<file path="config.mk">
export PLATFORM = sky130hd
export DESIGN_NAME = ring_dir_router
export DESIGN_NICKNAME = d
export VERILOG_FILES = /design/src/rtl/hrd_pkg.sv /design/src/rtl/hrd_dir_store.sv /design/src/rtl/hrd_route.sv /design/src/rtl/hrd_out_slot.sv /design/src/rtl/ring_dir_router.sv
export SDC_FILE = /design/constraint.sdc
export NUM_CORES = 2
export LEC_CHECK = 0
export ABC_AREA = 1
export ABC_CLOCK_PERIOD_IN_PS = 11820
export BUFFER_PORTS_ARGS = -buffer_cell sky130_fd_sc_hd__buf_2
export CORE_ASPECT_RATIO = 1.25
export CORE_MARGIN = 2
export CORE_UTILIZATION = 40
export CTS_CLUSTER_DIAMETER = 50
export CTS_CLUSTER_SIZE = 40
export DETAILED_ROUTE_END_ITERATION = 8
export PLACE_DENSITY = 0.54
export SYNTH_ARGS = -nofsm -noshare
export SYNTH_HDL_FRONTEND = slang
export SYNTH_SLANG_ARGS = --single-unit
</file>
<file path="constraint.sdc">
create_clock -name clk -period 11.82 [get_ports clk]
set_clock_uncertainty 0.1 [all_clocks]
set_input_delay 2.364 -clock clk [delete_from_list [all_inputs] [get_ports clk]]
set_output_delay 2.364 -clock clk [all_outputs]
set_load 0.05 [all_outputs]
</file>
<file path="src/rtl/hrd_pkg.sv">
package hrd_pkg;
  typedef enum logic [1:0] {
    ST_INV = 2'd0,
    ST_SHR = 2'd1,
    ST_EXC = 2'd2,
    ST_PND = 2'd3
  } sp_state_e;
endpackage

</file>
<file path="src/rtl/hrd_dir_store.sv">
module hrd_dir_store #(
  parameter int PAGE_W = 6,
  parameter int SUB_W  = 4
) (
  input  logic              clk,
  input  logic              rst,
  input  logic [PAGE_W-1:0] page,
  input  logic [SUB_W-1:0]  sub,
  output logic [1:0]        cur_state,
  input  logic              wr_en,
  input  logic [1:0]        new_state
);
  localparam int PAGES = 1 << PAGE_W;
  localparam int SUBS  = 1 << SUB_W;
  localparam int ROW_W = 2 * SUBS;

  logic [ROW_W-1:0] mem [PAGES];
  logic [PAGES-1:0] pg_vld;
  logic [ROW_W-1:0] rd_row;
  logic [ROW_W-1:0] wr_row;

  always_comb begin
    rd_row    = pg_vld[page] ? mem[page] : '0;
    cur_state = rd_row[sub*2 +: 2];
    wr_row    = rd_row;
    wr_row[sub*2 +: 2] = new_state;
  end

  always_ff @(posedge clk) begin
    if (wr_en) mem[page] <= wr_row;
  end

  always_ff @(posedge clk) begin
    if (rst) pg_vld <= '0;
    else if (wr_en) pg_vld[page] <= 1'b1;
  end
endmodule

</file>
<file path="src/rtl/hrd_route.sv">
module hrd_route
  import hrd_pkg::*;
#(
  parameter int RING_W    = 2,
  parameter int HOME_RING = 1
) (
  input  logic              from_up,
  input  logic              is_rsp,
  input  logic              excl,
  input  logic [RING_W-1:0] src_ring,
  input  logic [1:0]        cur_state,
  output logic              to_up,
  output logic              upd,
  output logic [1:0]        new_state
);
  logic home;
  sp_state_e cs;

  always_comb begin
    home      = (src_ring == RING_W'(HOME_RING));
    cs        = sp_state_e'(cur_state);
    to_up     = 1'b0;
    upd       = 1'b0;
    new_state = cur_state;
    if (!from_up) begin
      if (is_rsp || !home) begin
        to_up = !home;
      end else begin
        unique case (cs)
          ST_INV: begin to_up = 1'b1; upd = 1'b1; new_state = ST_PND; end
          ST_PND: to_up = 1'b0;
          default: begin
            upd       = 1'b1;
            new_state = excl ? ST_EXC : ST_SHR;
          end
        endcase
      end
    end else if (is_rsp) begin
      to_up = !home;
      if (home) begin
        upd       = 1'b1;
        new_state = excl ? ST_EXC : ST_SHR;
      end
    end else begin
      if (cs == ST_SHR || cs == ST_EXC) begin
        upd       = 1'b1;
        new_state = excl ? ST_INV : ST_SHR;
      end else begin
        to_up = 1'b1;
      end
    end
  end
endmodule

</file>
<file path="src/rtl/hrd_out_slot.sv">
module hrd_out_slot #(
  parameter int W = 17
) (
  input  logic         clk,
  input  logic         rst,
  input  logic         load,
  input  logic [W-1:0] din,
  output logic         free,
  output logic         vld,
  input  logic         rdy,
  output logic [W-1:0] dout
);
  assign free = !vld || rdy;

  always_ff @(posedge clk) begin
    if (rst) begin
      vld <= 1'b0;
    end else if (load) begin
      vld  <= 1'b1;
      dout <= din;
    end else if (rdy) begin
      vld <= 1'b0;
    end
  end
endmodule

</file>
<file path="src/rtl/ring_dir_router.sv">
module ring_dir_router #(
  parameter int RING_W    = 2,
  parameter int LOC_W     = 3,
  parameter int PAGE_W    = 6,
  parameter int SUB_W     = 4,
  parameter int HOME_RING = 1,
  localparam int PKT_W    = 2 + RING_W + LOC_W + PAGE_W + SUB_W
) (
  input  logic             clk,
  input  logic             rst,
  input  logic             lo_in_vld,
  output logic             lo_in_rdy,
  input  logic [PKT_W-1:0] lo_in_pkt,
  input  logic             up_in_vld,
  output logic             up_in_rdy,
  input  logic [PKT_W-1:0] up_in_pkt,
  output logic             lo_out_vld,
  input  logic             lo_out_rdy,
  output logic [PKT_W-1:0] lo_out_pkt,
  output logic             up_out_vld,
  input  logic             up_out_rdy,
  output logic [PKT_W-1:0] up_out_pkt
);
  localparam int RING_LSB = SUB_W + PAGE_W + LOC_W;
  localparam int KIND_BIT = PKT_W - 2;
  localparam int TYPE_BIT = PKT_W - 1;

  logic             sel_up;
  logic [PKT_W-1:0] pkt;
  logic             sel_vld;
  logic [1:0]       cur_state;
  logic [1:0]       new_state;
  logic             to_up;
  logic             upd;
  logic             lo_free;
  logic             up_free;
  logic             tgt_free;
  logic             fire;

  assign sel_up   = up_in_vld;
  assign pkt      = sel_up ? up_in_pkt : lo_in_pkt;
  assign sel_vld  = sel_up ? up_in_vld : lo_in_vld;
  assign tgt_free = to_up ? up_free : lo_free;
  assign fire     = sel_vld && tgt_free;
  assign up_in_rdy = sel_up && tgt_free;
  assign lo_in_rdy = !sel_up && tgt_free;

  hrd_dir_store #(.PAGE_W(PAGE_W), .SUB_W(SUB_W)) u_dir (
    .clk(clk), .rst(rst),
    .page(pkt[SUB_W +: PAGE_W]), .sub(pkt[SUB_W-1:0]),
    .cur_state(cur_state), .wr_en(fire && upd), .new_state(new_state)
  );

  hrd_route #(.RING_W(RING_W), .HOME_RING(HOME_RING)) u_route (
    .from_up(sel_up), .is_rsp(pkt[TYPE_BIT]), .excl(pkt[KIND_BIT]),
    .src_ring(pkt[RING_LSB +: RING_W]), .cur_state(cur_state),
    .to_up(to_up), .upd(upd), .new_state(new_state)
  );

  hrd_out_slot #(.W(PKT_W)) u_lo_slot (
    .clk(clk), .rst(rst), .load(fire && !to_up), .din(pkt), .free(lo_free),
    .vld(lo_out_vld), .rdy(lo_out_rdy), .dout(lo_out_pkt)
  );

  hrd_out_slot #(.W(PKT_W)) u_up_slot (
    .clk(clk), .rst(rst), .load(fire && to_up), .din(pkt), .free(up_free),
    .vld(up_out_vld), .rdy(up_out_rdy), .dout(up_out_pkt)
  );
endmodule

</file>
# Yosys cells after proc, flatten, opt, wreduce, memory -nomap -nowiden
# Memories as Yosys holds them, arrays and structs flattened.
# Cells that the tools add are included.
# totals
ff_bits,100
mem_bits_rw,2048
out_inout_bits,38
word_cells,73
memories,1
# op_classes
n_addsub,1
order_cmp,2
n_eq_ne,4
shift,3
mux,34
bitwise_logic,2
reduce_logical,21
# mem_list
name,depth,word_bits,read_ports,rd_ports_with_merged_regs,wr,line_no,text
u_dir.mem,64,32,1,0,1,hrd_dir_store.sv:17,logic [ROW_W-1:0] mem [PAGES];
# ops
op,n
64-bit bitwise OR,1
5-bit negator with 34-bit output,1
"2-bit by 34-bit variable shift with 32-bit output, first input constant",1
2-bit by 34-bit indexed part select with 32-bit output,1
32-bit bitwise mux,1
32-bit 2-to-1 mux,1
32-bit by 6-bit indexed part select with 2-bit output,1
1-bit 2-to-1 mux,22
17-bit 2-to-1 mux,1
2-bit 2-to-1 mux,6
1-bit logical AND,7
"6-bit by 7-bit < comparator with 1-bit output, second input constant",1
1-bit binary-select mux with 6-bit select,1
1-bit demux with 6-bit select,1
"6-bit by 1-bit greater-or-equal comparator with 1-bit output, second input constant",1
1-bit logical NOT,5
"2-bit by 1-bit equality test with 1-bit output, second input constant",2
"2-bit equality test, second input constant",2
1-bit logical OR,4
2-bit one-hot mux with 2 select lines,1
2-bit AND reduction,2
2-bit nonzero test,2
2-bit logical NOT,1
1-bit NOT,1

# Longest topological paths before layout
# depth
ltp_word,15
depth_mapped,36
ltp_nobuf,33

# Modules after synthesis
# From an unflattened synthesis, not the netlist that was laid out.
# unflattened
cells_unflattened,8930
hier_area_um2,90244.1
# by_module_without_submodules
mod,n_inst,cells_each,area_each_um2,seq_area_each_um2
hrd_dir_store,1,8772,88637.5,62780.2
hrd_out_slot,2,25,558.0,530.5
ring_dir_router,1,68,284.0,0.0
hrd_route,1,40,206.4,0.0

# Worst setup path before layout
# OpenSTA, ideal clock, no wires.
# synth_path
kind,input to output
from,input port up_in_vld
to,output port lo_in_rdy
arrival_ps,5919
required_ps,9356
setup_slack_ps,3437
path_stages,24
path_buffers,3
cell_sequence,buf_6 > buf_6 > nand2_1 > o21ai_4 > nor3_1 > nand2_1 > nand2_1 > nor2_1 > nand2_2 > buf_2 > nor2_1 > nand2_1 > nand3_1 > nand3_1 > nand3_1 > nand2_2 > inv_1 > ha_1 > o211ai_1 > nand2_1 > nand2_1 > o21a_1 > inv_1 > nor2_1
# synth_between
elab_chain_cells,12
# synth_rtl
element,line_no,text
from (decl),ring_dir_router.sv:14,"input logic up_in_vld,"
17-bit 2-to-1 mux (*),ring_dir_router.sv:41,assign pkt = sel_up ? up_in_pkt : lo_in_pkt;
via pkt[7],ring_dir_router.sv:29,logic [PKT_W-1:0] pkt;
1-bit binary-select mux with 6-bit select,hrd_dir_store.sv:23,rd_row = pg_vld[page] ? mem[page] : '0;
1-bit 2-to-1 mux (implied by the code),hrd_dir_store.sv:23,
32-bit 2-to-1 mux (*),hrd_dir_store.sv:23,
32-bit by 6-bit indexed part select with 2-bit output (*),hrd_dir_store.sv:24,cur_state = rd_row[sub*2 +: 2];
2-bit by 1-bit equality test with 1-bit output or 2-bit equality test (tied branches),hrd_route.sv:45,if (cs == ST_SHR || cs == ST_EXC) begin
1-bit logical OR,hrd_route.sv:45,
1-bit 2-to-1 mux,hrd_route.sv:45,
1-bit 2-to-1 mux,hrd_route.sv:38,end else if (is_rsp) begin
1-bit 2-to-1 mux (*),hrd_route.sv:25,if (!from_up) begin
1-bit 2-to-1 mux (*),ring_dir_router.sv:43,assign tgt_free = to_up ? up_free : lo_free;
1-bit logical AND (*),ring_dir_router.sv:46,assign lo_in_rdy = !sel_up && tgt_free;
to (decl),ring_dir_router.sv:12,"output logic lo_in_rdy,"
# Mark *: on every way through the listed nets, which the timed path passes. The rest lies on a longest branch. The select of a mux whose other input is x is not followed.

# Worst setup path in the final report
# layout_path
from,input port up_in_vld
to,output port lo_in_rdy
# layout_between
elab_chain_cells,12
# layout_rtl
element,line_no
17-bit 2-to-1 mux,ring_dir_router.sv:41
1-bit binary-select mux with 6-bit select,hrd_dir_store.sv:23
1-bit 2-to-1 mux (implied by the code),hrd_dir_store.sv:23
32-bit 2-to-1 mux,hrd_dir_store.sv:23
32-bit by 6-bit indexed part select with 2-bit output,hrd_dir_store.sv:24
2-bit by 1-bit equality test with 1-bit output or 2-bit equality test (tied branches),hrd_route.sv:45
1-bit logical OR,hrd_route.sv:45
1-bit 2-to-1 mux,hrd_route.sv:45
1-bit 2-to-1 mux,hrd_route.sv:38
1-bit 2-to-1 mux,hrd_route.sv:25
1-bit 2-to-1 mux,ring_dir_router.sv:43
1-bit logical AND (*),ring_dir_router.sv:46
# Every way passes the cells marked *; elsewhere a longest branch is shown, timed or not. The select of a mux whose other input is x is not followed.

==> impl_summary.md <==
Status
The run finished with clean final reports.

Global routing
For this run, the total global-route usage over all layers was measured as 24.9%. The number of antenna violations at the first check in global routing is 9. The via count of the first global-routing pass was between 50000 and 60000. Summed over all layers, the global routing overflow is 0. The wire length of the first global-routing pass is a little over 400 mm. The pin count of the biggest net entering global routing is 134.

Pwr
The clock network fraction of design power is roughly a third. Summing internal, switching and leakage power gives about 18 mW. The leakage power of the design is about 38 nW. Combinational cells account for 13.8% of the total power. The design internal power is around 13 mW.

Per report_power, the sequential group accounts for between 50% and 60% of the total. The total net switching power is roughly 5.1 mW. The total power per unit cell area is ~170 mW/mm2.

The worst ir drop on vdd is ~0.00013 V. In this run switching power makes up between 20% and 30% of total power.

Clock tree
Counting every sink on the clock net gives around 2100. The number of gates resized after CTS was 0. The TritonCTS clock tree is built. Clock latency on the worst-skew pair, taken at its later pin, is roughly 0.89 ns. TritonCTS created 168 clock buffers. The root buffer cell chosen for the clock tree is sky130_fd_sc_hd__clkbuf_16. The post-CTS repair timing setup buffer count is 0. The worst-case clock buffer depth is 4. In this run, post-CTS hold repair placed 0 buffers. Clock-pin slew was measured on the worst setup and hold paths at roughly 0.07 ns.

The H-tree level count is 4.

Synthesis
Sequential elements use 71.7% of the synthesized area. Yosys mapped the design onto 35 distinct sky130hd cell types. The number of synthesized flops with an enable pin is around 2100.

The post-synthesis area per instance is 10.7 um2. Synthesis produced a netlist with a net count of around 8300. The register bit count reported by yosys is 2148. The share of async-settable or async-resettable flops after synthesis is 0%. The prevailing post-synth register cell is sky130_fd_sc_hd__edfxtp_1. Synthesis produced 8303 cells.

The total of warnings raised by yosys is 0. The total standard cell area after synthesis is slightly below 0.09 mm2.

Setup path
The arrival time of data at the critical path endpoint is approximately 8.1 ns. The worst setup path is launched from an input pin. The required time at the worst-slack endpoint is around 9.4 ns. The highest fanout seen on the critical path is roughly 130. The classification of the worst setup path is in2out. The worst setup path is captured at a primary output.

STA
The transition time at the pin with the least slew margin is 1.20 ns. The smallest clock period supported by the final layout is computed as 10.57 ns. For the final routed database, the setup TNS stands at 0 ns. The post-route clock period utilization is about nine tenths. Headroom to the max-slew limit came out at about 20%. Setup violations remaining at the end of the flow were counted as 0. The number of endpoints with negative hold slack in the final report is 0.

The number of slew-limit violations in the final report was 0. The timing-limited maximum frequency is around 95 MHz. Setup repair after global routing left no endpoint under its margin.

Routing
The post-route antenna net violation count is 0. After detailed routing, the average wire length per cell comes to 25.0 um. For this run, design rule violations remaining after detail routing come to 0. The number of DRC markers in iteration 0 is about 6300.

The post-detailed-routing wire length is between 200 and 300 mm. The number of vias in the routed layout is 60400. The detail-routed via count per cell is around 5.3.

Before antenna repair, the detailed router went through 6 iterations.

Cells and area
The share of final-layout standard cells stronger than drive strength 1 is 9.02%. In the layout the commonest cells are sky130_fd_sc_hd__nand2_1, sky130_fd_sc_hd__edfxtp_1, sky130_fd_sc_hd__nor2_1, sky130_fd_sc_hd__inv_1, sky130_fd_sc_hd__o21ai_0. The number of nets in the layout is roughly 8500. Compared with the post-synthesis result, the final layout area differs by 13.0%. The leading cell type in the layout, fill and taps excluded is sky130_fd_sc_hd__nand2_1.

Floorplan
During I/O placement, the number of pins put on the boundary was 78. The placement row count is around 190. The die boundary width is ~430 um.

The core area is roughly 0.22 mm2. In this run the vertical extent of the chip is 532 um. The overall die area is 0.227 mm2. The starting density of the core is about two fifths.

Hold path
The class of the tightest hold or removal check is reg2reg.

Place
The congestion estimate from routability-driven global placement came to 0.972. The detailed placer's ending HPWL is around 170 mm. In this run the tool buffered the top-level ports with 77 buffer cells.

Job
Across the run, the number of max-cap violations was 0.
[state kept, by name, indices dropped and copies added (netlist names)]
name / flops
u_lo_slot.vld: 1
u_lo_slot.dout: 17
u_up_slot.dout: 17
u_dir.pg_vld: 64
u_dir.mem: 2048
u_up_slot.vld: 1
[layer usage]
metal	share of wire (%)	global-route usage, %	routed length (um)
met2	48	41.7	139000
met5	0	0	0
met3	7.1	3.35	20400
met1	39	32.3	113000
met4	5.1	11.0	14700
[power groups by stage]
stage	logic (mW)	clock network, mW	registers, mW
floorplan	1.11	0	9.33
global placement	2.39	0	9.24
detailed placement	2.41	0	9.24
CTS	2.42	6.19	9.06
global route	2.58	6.45	9.07
finish	2.43	6.09	9.06
[critical path, stage by stage]
cell and delay [ns]:
sky130_fd_sc_hd__buf_2 0.52, sky130_fd_sc_hd__inv_2 0.13, sky130_fd_sc_hd__buf_4 0.23, sky130_fd_sc_hd__nand2_1 0.17, sky130_fd_sc_hd__nand2_8 0.21, sky130_fd_sc_hd__buf_12 0.27
sky130_fd_sc_hd__o21ai_1 0.33, sky130_fd_sc_hd__a21oi_1 0.12, sky130_fd_sc_hd__o21ai_1 0.65, sky130_fd_sc_hd__nand2_1 0.11, sky130_fd_sc_hd__nor2_1 0.27, sky130_fd_sc_hd__nand2_1 0.08
sky130_fd_sc_hd__nor2_1 0.13, sky130_fd_sc_hd__nand2_1 0.06, sky130_fd_sc_hd__nand3_1 0.12, sky130_fd_sc_hd__nand3_1 0.08, sky130_fd_sc_hd__nand3_1 0.16, sky130_fd_sc_hd__nand2_2 0.18
sky130_fd_sc_hd__inv_1 0.14, sky130_fd_sc_hd__ha_1 0.28, sky130_fd_sc_hd__o211ai_1 0.28, sky130_fd_sc_hd__nand2_1 0.14, sky130_fd_sc_hd__nand2_1 0.08, sky130_fd_sc_hd__o21a_1 0.18
sky130_fd_sc_hd__inv_1 0.08, sky130_fd_sc_hd__nor2_1 0.08, sky130_fd_sc_hd__buf_2 0.27
[path summary, 6_finish.rpt]
path | cells after the start | startpoint | end | slack, ns
max reg2reg | 30 | u_dir.pg_vld[58] | u_dir.mem[40][17] | 5.31
max | 27 | up_in_vld | lo_in_rdy | 1.25
min | 2 | u_dir.pg_vld[29] | u_dir.pg_vld[29] | 0.36
min reg2reg | 2 | u_dir.pg_vld[29] | u_dir.pg_vld[29] | 0.36
[per-stage QoR]
| step | util, % | instances | area [um2] | worst slack (ns) | hold WS, ns |
|---|---|---|---|---|---|
| detailed placement | 42.8 | 11200 | 94900 | 1.38 | 0.349 |
| floorplan | - | 8303 | 89100 | 3.44 | 0.336 |
| CTS | 45.5 | 11500 | 101000 | 1.35 | 0.359 |
| global placement | 42.8 | 11200 | 94900 | 1.34 | 0.343 |
| global route | 45.5 | 11500 | 101000 | 0.866 | 0.380 |
| finish | 45.5 | 11500 | 101000 | 1.25 | 0.358 |
[layout make-up]
type | instances | area (um2)
Fill cell | 20400 | 121000
Sequential cell | 2148 | 63800
Multi-Input combinational cell | 5046 | 21500
Clock buffer | 183 | 4330
Tap cell | 2925 | 3660
Timing Repair Buffer | 333 | 3150
Inverter | 716 | 2690
Clock inverter | 117 | 1500
Antenna cell | 4 | 10.0
[cell families (layout without fill, tap and decap cells)]
family / after synthesis / after routing / synth area share (%)
other: 0 / 4 / 0
adder cells (fa/ha/maj): 5 / 5 / 0.0702
AO/OA/AOI/OAI: 804 / 804 / 4.63
AND/OR/NAND/NOR: 4237 / 4237 / 18.4
buffers and inverters: 1109 / 1349 / 5.22
flip-flops: 2148 / 2148 / 71.7
[synth_stat cells, types with 3 or more instances]
master	n	share of area, %
sky130_fd_sc_hd__buf_2	184	1.0
sky130_fd_sc_hd__nand3_1	72	0.40
sky130_fd_sc_hd__ha_1	5	0.070
sky130_fd_sc_hd__dfxtp_1	66	1.5
sky130_fd_sc_hd__nand3b_1	11	0.093
sky130_fd_sc_hd__or2_2	5	0.035
sky130_fd_sc_hd__nor3_1	16	0.090
sky130_fd_sc_hd__buf_1	13	0.055
sky130_fd_sc_hd__clkbuf_1	147	0.62
sky130_fd_sc_hd__nor2_1	1656	7.0
sky130_fd_sc_hd__nand4_1	81	0.57
sky130_fd_sc_hd__a21oi_1	157	0.88
sky130_fd_sc_hd__o22ai_1	52	0.37
sky130_fd_sc_hd__edfxtp_1	2082	70
sky130_fd_sc_hd__o21ai_2	3	0.029
sky130_fd_sc_hd__nand2_2	14	0.098
sky130_fd_sc_hd__nor3_2	5	0.056
sky130_fd_sc_hd__inv_2	7	0.029
sky130_fd_sc_hd__buf_4	30	0.25
sky130_fd_sc_hd__buf_6	18	0.23
sky130_fd_sc_hd__inv_1	709	3.0
sky130_fd_sc_hd__o21ai_0	454	2.6
sky130_fd_sc_hd__nor2_2	4	0.028
sky130_fd_sc_hd__nand2_1	2363	10
sky130_fd_sc_hd__nand3_2	5	0.056
sky130_fd_sc_hd__o21ai_1	132	0.74
No activity file was read; power rests on OpenSTA's default activity.
